==> config.mk <==
export PLATFORM = sky130hd
export DESIGN_NAME = atd_access_ctrl
export DESIGN_NICKNAME = d
export VERILOG_FILES = /design/src/rtl/atd_pkg.sv /design/src/rtl/atd_change_det.sv /design/src/rtl/atd_pulse_timer.sv /design/src/rtl/atd_out_latch.sv /design/src/rtl/atd_access_ctrl.sv
export SDC_FILE = /design/constraint.sdc
export NUM_CORES = 1
export LEC_CHECK = 0
export CAP_MARGIN = 10
export CORE_MARGIN = 2
export CORE_UTILIZATION = 40
export DETAILED_ROUTE_END_ITERATION = 16
export DONT_BUFFER_PORTS = 1
export GPL_TIMING_DRIVEN = 0
export PLACE_DENSITY = 0.51
export SLEW_MARGIN = 10
export SYNTH_ARGS = -nofsm -noshare
export SYNTH_HDL_FRONTEND = slang
export SYNTH_SLANG_ARGS = --single-unit
==> constraint.sdc <==
create_clock -name clk_i -period 5.5 [get_ports clk_i]
set_input_delay 0.55 -clock clk_i [delete_from_list [all_inputs] [get_ports clk_i]]
set_output_delay 0.55 -clock clk_i [all_outputs]
set_load 0.01 [all_outputs]
==> src/rtl/atd_pkg.sv <==
package atd_pkg;
  typedef enum logic {
    OP_READ  = 1'b0,
    OP_WRITE = 1'b1
  } atd_op_e;
endpackage

==> src/rtl/atd_change_det.sv <==
module atd_change_det #(
  parameter int MW = 17
) (
  input  logic          clk_i,
  input  logic          rst_ni,
  input  logic [MW-1:0] mon_i,
  input  logic          en_i,
  output logic          fire_o,
  output logic [MW-1:0] snap_o
);
  logic [MW-1:0] snap_q;
  logic          armed_q;
  logic          diff;

  // OR-reduction of per-bit differences against last serviced request
  assign diff   = |(mon_i ^ snap_q);
  assign fire_o = en_i & (diff | ~armed_q);
  assign snap_o = snap_q;

  always_ff @(posedge clk_i or negedge rst_ni) begin
    if (!rst_ni) begin
      snap_q  <= '0;
      armed_q <= 1'b0;
    end else if (fire_o) begin
      snap_q  <= mon_i;
      armed_q <= 1'b1;
    end
  end
endmodule

==> src/rtl/atd_pulse_timer.sv <==
module atd_pulse_timer #(
  parameter int PULSE_LEN = 2
) (
  input  logic clk_i,
  input  logic rst_ni,
  input  logic fire_i,
  output logic active_o,
  output logic end_o
);
  localparam int TW = $clog2(PULSE_LEN + 1);
  localparam logic [TW-1:0] LEN = TW'(PULSE_LEN);
  localparam logic [TW-1:0] ONE = TW'(1);

  logic [TW-1:0] cnt_q;

  assign active_o = cnt_q != '0;
  assign end_o    = (cnt_q == ONE) & ~fire_i;

  always_ff @(posedge clk_i or negedge rst_ni) begin
    if (!rst_ni)       cnt_q <= '0;
    else if (fire_i)   cnt_q <= LEN;
    else if (active_o) cnt_q <= cnt_q - ONE;
  end
endmodule

==> src/rtl/atd_out_latch.sv <==
module atd_out_latch
  import atd_pkg::*;
#(
  parameter int DW = 16,
  parameter int CW = 16
) (
  input  logic          clk_i,
  input  logic          rst_ni,
  input  logic          fire_i,
  input  logic          end_i,
  input  atd_op_e       op_i,
  input  logic [DW-1:0] mem_rdata_i,
  output logic [DW-1:0] rdata_o,
  output logic          dvalid_o,
  output logic [CW-1:0] pulse_cnt_o
);
  logic [DW-1:0] rdata_q;
  logic          dvalid_q;
  logic [CW-1:0] pcnt_q;

  always_ff @(posedge clk_i or negedge rst_ni) begin
    if (!rst_ni) begin
      rdata_q  <= '0;
      dvalid_q <= 1'b0;
      pcnt_q   <= '0;
    end else begin
      if (fire_i) begin
        dvalid_q <= 1'b0;
        pcnt_q   <= pcnt_q + CW'(1);
      end else if (end_i) begin
        dvalid_q <= (op_i == OP_READ);
        if (op_i == OP_READ) rdata_q <= mem_rdata_i;
      end
    end
  end

  assign rdata_o     = rdata_q;
  assign dvalid_o    = dvalid_q;
  assign pulse_cnt_o = pcnt_q;
endmodule

==> src/rtl/atd_access_ctrl.sv <==
module atd_access_ctrl
  import atd_pkg::*;
#(
  parameter int AW        = 16,
  parameter int DW        = 16,
  parameter int CW        = 16,
  parameter int PULSE_LEN = 2
) (
  input  logic          clk_i,
  input  logic          rst_ni,
  input  logic [AW-1:0] addr_i,
  input  logic          we_i,
  input  logic          en_i,
  input  logic [DW-1:0] mem_rdata_i,
  output logic          rd_stb_o,
  output logic          wr_stb_o,
  output logic          dvalid_o,
  output logic [DW-1:0] rdata_o,
  output logic [CW-1:0] pulse_cnt_o
);
  localparam int MW = AW + 1;

  logic [MW-1:0] mon, snap;
  logic          fire, active, pend;
  atd_op_e       op;

  assign mon = {we_i, addr_i};

  atd_change_det #(.MW(MW)) u_det (
    .clk_i (clk_i),
    .rst_ni(rst_ni),
    .mon_i (mon),
    .en_i  (en_i),
    .fire_o(fire),
    .snap_o(snap)
  );

  atd_pulse_timer #(.PULSE_LEN(PULSE_LEN)) u_tmr (
    .clk_i   (clk_i),
    .rst_ni  (rst_ni),
    .fire_i  (fire),
    .active_o(active),
    .end_o   (pend)
  );

  assign op = atd_op_e'(snap[MW-1]);

  atd_out_latch #(.DW(DW), .CW(CW)) u_lat (
    .clk_i      (clk_i),
    .rst_ni     (rst_ni),
    .fire_i     (fire),
    .end_i      (pend),
    .op_i       (op),
    .mem_rdata_i(mem_rdata_i),
    .rdata_o    (rdata_o),
    .dvalid_o   (dvalid_o),
    .pulse_cnt_o(pulse_cnt_o)
  );

  assign rd_stb_o = active & (op == OP_READ);
  assign wr_stb_o = active & (op == OP_WRITE);
endmodule

Word-level counts from Yosys, hierarchy flattened

Index checks and enable logic that the tools add are counted.
W data, S select, Z words.

Bits in registers: 53
Input port bits: 36
Output and inout port bits: 35
Logic and storage cells: 27

$add $sub $neg: 2
Equality and inequality tests: 1
Multiplexer cells: 4
Bitwise operators: 9
Reductions and logical operators: 5

Operator list:

| cell                    | count |
|---|---|
| $reduce_or A17 Y1       | 1 |
| $xor A17 B17 Y17        | 1 |
| $add A16 B1 Y16 const B | 1 |
| $reduce_bool A2 Y1      | 3 |
| $and A1 B1 Y1           | 4 |
| $mux W2                 | 2 |
| $not A1 Y1              | 3 |
| $reduce_and A3 Y1       | 1 |
| $eq A2 B1 Y1 const B    | 1 |
| $mux W1                 | 2 |
| $sub A2 B1 Y2 const B   | 1 |
| $or A1 B1 Y1            | 1 |

Depth between registers and ports, before layout

Depth after elaboration: 8
Gate-level depth with buffers: 7
Depth with buffers taken out: 6

Cells and area by module

A second synthesis with hierarchy kept.

Cells, all modules: 177
Area total of the unflattened synthesis: 2404.8 µm²

Modules (own cells, without submodules):

| module          | instances | cells each | area each (µm²) | sequential area each (µm²) |
|---|---|---|---|---|
| atd_out_latch   | 1         | 101        | 1392.6          | 825.8 |
| atd_change_det  | 1         | 61         | 869.6           | 450.4 |
| atd_pulse_timer | 1         | 13         | 126.4           | 50.0 |
| atd_access_ctrl | 1         | 2          | 16.3            | 0.0 |

Worst setup path after synthesis

No wires, ideal clock.

Path kind: input -> register
From: input port addr_i[9]
To: register u_det.snap_q[12], in the netlist u_det.snap_o[12]
Library setup time: 0.125 ns
Arrival: 2.052 ns
Slack: 3.322 ns
Cell stages on the path: 7
Buffers on the path: 2
Cells stage by stage: xnor2_1 > nand4_1 > or3_1 > buf_6 > o21ai_4 > buf_12 > mux2_4

Cells in the longest elaborated chain, start to end: 4

RTL lines:

| what                 | line                  | text |
|---|---|---|
| start, declared      | atd_access_ctrl.sv:11 | `input logic [AW-1:0] addr_i,` |
| $xor A17 B17 Y17     | atd_change_det.sv:16  | `assign diff = \|(mon_i ^ snap_q);` |
| $reduce_or A17 Y1    | atd_change_det.sv:16  |  |
| $or A1 B1 Y1         | atd_change_det.sv:17  | `assign fire_o = en_i & (diff \| ~armed_q);` |
| $and A1 B1 Y1        | atd_change_det.sv:17  |  |
| end signal, assigned | atd_change_det.sv:25  | `snap_q <= mon_i;` |
| end, declared        | atd_change_det.sv:11  | `logic [MW-1:0] snap_q;` |

No other way between the ends.
A chain may end at the register's enable or synchronous reset.

Worst setup path in the final report

From: register u_det.snap_q[16], in the netlist u_det.snap_o[16]
To: register u_det.snap_q[16], in the netlist u_det.snap_o[16]

Cells in the longest elaborated chain, start to end: 4

RTL lines:

| what              | line |
|---|---|
| $xor A17 B17 Y17  | atd_change_det.sv:16 |
| $reduce_or A17 Y1 | atd_change_det.sv:16 |
| $or A1 B1 Y1      | atd_change_det.sv:17 |
| $and A1 B1 Y1     | atd_change_det.sv:17 |

No other way between the ends.

==> impl_metrics.ini <==
[timing]
layout_min_cycle_time_ns = 2.34
fmax_mhz = 427
finalSetupViolations = 0
slew_viol_final = 0
worstMarginPinSlew_ns = 0.890
whs_ns = 0.0835
relSlewSlack_pct = 40.2
final_hold_viol_count = 0
setup_tns_ns = 0
skew_ns = 0.00918
rsz0062_at_grt = false
final.period_utilization_pct = 42.6

[finish]
antenna_cells = 0
area_growth_pct = 8.07
nNetsFinal = 374
drive_gt1_share_pct = 9.52
stdcell_area_um2 = 3370
fillers = 739
stdcell_count = 438

[floorplan]
fp.dieW_um = 92.3
rows = 32
start_util_pct = 40.7
fp.dieH_um = 92.3
ios = 71
core_um2 = 7650
die-area_um2 = 8510

[power_and_ir_drop]
combPwrFrac_pct = 28.7
p_int_uw = 715
power_density_nw_per_um2 = 347
netSwitchingFraction_pct = 38.8
seq_power_share_pct = 50.9
ir_drop_mv = 0.139
p_switching_uw = 454
p_leak_uw = 0.00130
pwr-share-clk_pct = 20.5

[logic_synthesis]
syn_area_um2 = 3120
ys_seq_area_share_pct = 42.6
synth_top_area_share_pct = 42.6
synthTopCellsByArea = dfrtp_1 (43%), xnor2_1 (6.2%), nand4_1 (4.8%), a221oi_1 (4.5%), mux2_2 (4.3%)
yosys.area.top_type = dfrtp_1
syn-instance-count = 327
synth_warnings = 0
syn_nets = 366
syn-mean-instance-area_um2 = 9.53
synth.distinct_cells = 34
synth-seq-cells = 53

[critical_path]
reg2regPathDepth = 7
arrival_ns = 2.54
critPathKind = reg -> reg
start_kind = register
cp.required_ns = 5.70
end_kind = register
crit_fanout = 10

[placed_design]
placed_cell_area_um2 = 3240
gp_congestion = 0.832
place_hpwl_um = 5650
io_buffers = 0
placed_cells = 429

[job]
maxCapViolCount = 0

[clock_network]
post_cts_resized = 0
worstSkewPairLatency_ns = 0.31
ctsHoldBuffers = 1
clockBufferDepth = 2
h-tree-depth = 2
numCtsBuffers = 5
cts_tree = built
postCtsSetupRepairBufs = 0
clockRootBuffer = clkbuf_8
clkSlewWorstSetupHoldPaths_ns = 0.10
cts.sinks = 53

[drt]
wl_per_cell_um = 18.4
final_antenna_net_count = 0
vias = 2535
drc_errors = 0
firstDrtPassIters = 4
drtIter0Drc = 131
drt-vias-per-instance = 5.79
drt_wl_total_um = 8080

[global_routing]
track_usage_pct = 19.6
grt_pass1_vias = 2526
antenna_found_initial = 0
grt_max_degree = 54
grt-ovfl-total = 0
grt_pass1_wl_um = 13100

[outcome]
outcome = finished clean

[hold_path]
hold_class = in -> async
power by group through the flow:
stage	sequential, uW	combinational [uW]	clock, uW
finish	595	335	239
global route	608	380	262
CTS	595	337	248
detailed placement	601	324	0
global placement	601	319	0
floorplan	569	266	0
critical path, cell delays in order (launching register included):
cell and delay [ns]:
dfrtp_1 0.46, xnor2_1 0.23, nand4_1 0.14, or2_2 0.31, clkbuf_1 0.21, o21ai_4 0.39, buf_12 0.20, mux2_4 0.30
per-stage QoR:
step	util (%)	setup WS, ns	total power, uW
2_1_floorplan	-	3.32	835
3_3_place_gp	42.4	3.07	921
3_5_place_dp	42.4	3.06	926
4_1_cts	44.0	3.11	1180
5_1_grt	44.0	3.02	1250
6_report	44.0	3.16	1170
routing by layer:
metal  vias to the layer above  track usage (%)  part of all wire [%]
met5                         -                0                     0
met4                         0             4.85                   1.1
met3                         7             5.59                   7.3
met2                        72             30.7                    46
met1                      1232             26.7                    46
li1                       1224                -                     -
logic make-up after synthesis:
kind of cell,Yosys count,synth area share (%)
multiplexers,18,7.23
buffers and inverters,40,5.58
XOR/XNOR,22,6.18
adder cells (fa/ha/maj),3,1.20
AO/OA/AOI/OAI,54,13.7
AND/OR/NAND/NOR,137,23.5
flip-flops,53,42.6
registers in the layout, indices dropped and copies added, names as in the netlist:
name,flops
u_lat.rdata_o,16
u_lat.pulse_cnt_o,16
u_lat.dvalid_o,1
u_det.armed_q,1
u_tmr.cnt_q,2
u_det.snap_o,17
cell type report:
type,count,area (um2),share of cell area (%)
multi-input combinational,234,1620,48.0
clock buffer,6,82.6,2.45
sequential,53,1330,39.4
clock inverter,2,13.8,0.409
tap,102,128,3.79
buffer,27,125,3.72
timing repair buffer,1,27.5,0.818
inverter,13,48.8,1.45
path summary, 6_finish.rpt:
kind                                  start                   end  slack (ns)
setup / recovery           u_det.snap_o[16]      u_det.snap_o[16]        3.16
min in group clk_i           mem_rdata_i[6]      u_lat.rdata_o[6]        0.37
hold reg to reg               u_det.armed_q         u_det.armed_q        0.48
setup reg to reg           u_det.snap_o[16]      u_det.snap_o[16]        3.16
max in group asynchronous            rst_ni  u_lat.pulse_cnt_o[5]        5.17
hold / removal                       rst_ni        u_lat.dvalid_o        0.08
cells in the final DEF, fill, tap and decap left out, types with 3 or more instances in the layout:
master      n
dfrtp_1    53
nand2_1    26
nand4_1    24
nand3_1    24
clkbuf_1   23
xnor2_1    22
and2_1     18
and3_1     18
a221oi_1   16
a31oi_1    16
inv_1      13
mux2_2     12
nor3_1     10
nor2_1      7
mux2_4      6
clkbuf_8    6
o211ai_1    5
o2111ai_1   4
o311ai_0    4
nor4_1      3
a41oi_1     3
ha_1        3
Yosys cell counts:
| master | n |
|---|---|
| or2_2 | 2 |
| inv_1 | 13 |
| nor2b_1 | 2 |
| a221oi_1 | 16 |
| nand3_1 | 24 |
| nor3_1 | 10 |
| o211ai_1 | 5 |
| a211o_1 | 1 |
| buf_12 | 1 |
| or3_1 | 1 |
| mux2_2 | 12 |
| buf_1 | 2 |
| a41oi_1 | 3 |
| and2_1 | 18 |
| a21oi_1 | 1 |
| ha_1 | 3 |
| a21boi_0 | 1 |
| dfrtp_1 | 53 |
| nand2b_1 | 2 |
| nand2_1 | 26 |
| a31oi_1 | 16 |
| nand4_1 | 24 |
| buf_6 | 1 |
| nor2_1 | 7 |
| nor4_1 | 3 |
| o21ai_4 | 1 |
| o2111ai_1 | 4 |
| o31a_1 | 1 |
| and3_1 | 18 |
| mux2_4 | 6 |
| xnor2_1 | 22 |
| clkbuf_1 | 23 |
| o311ai_0 | 4 |
| a21boi_1 | 1 |
Note: power is estimated with default switching activity, not from simulation.
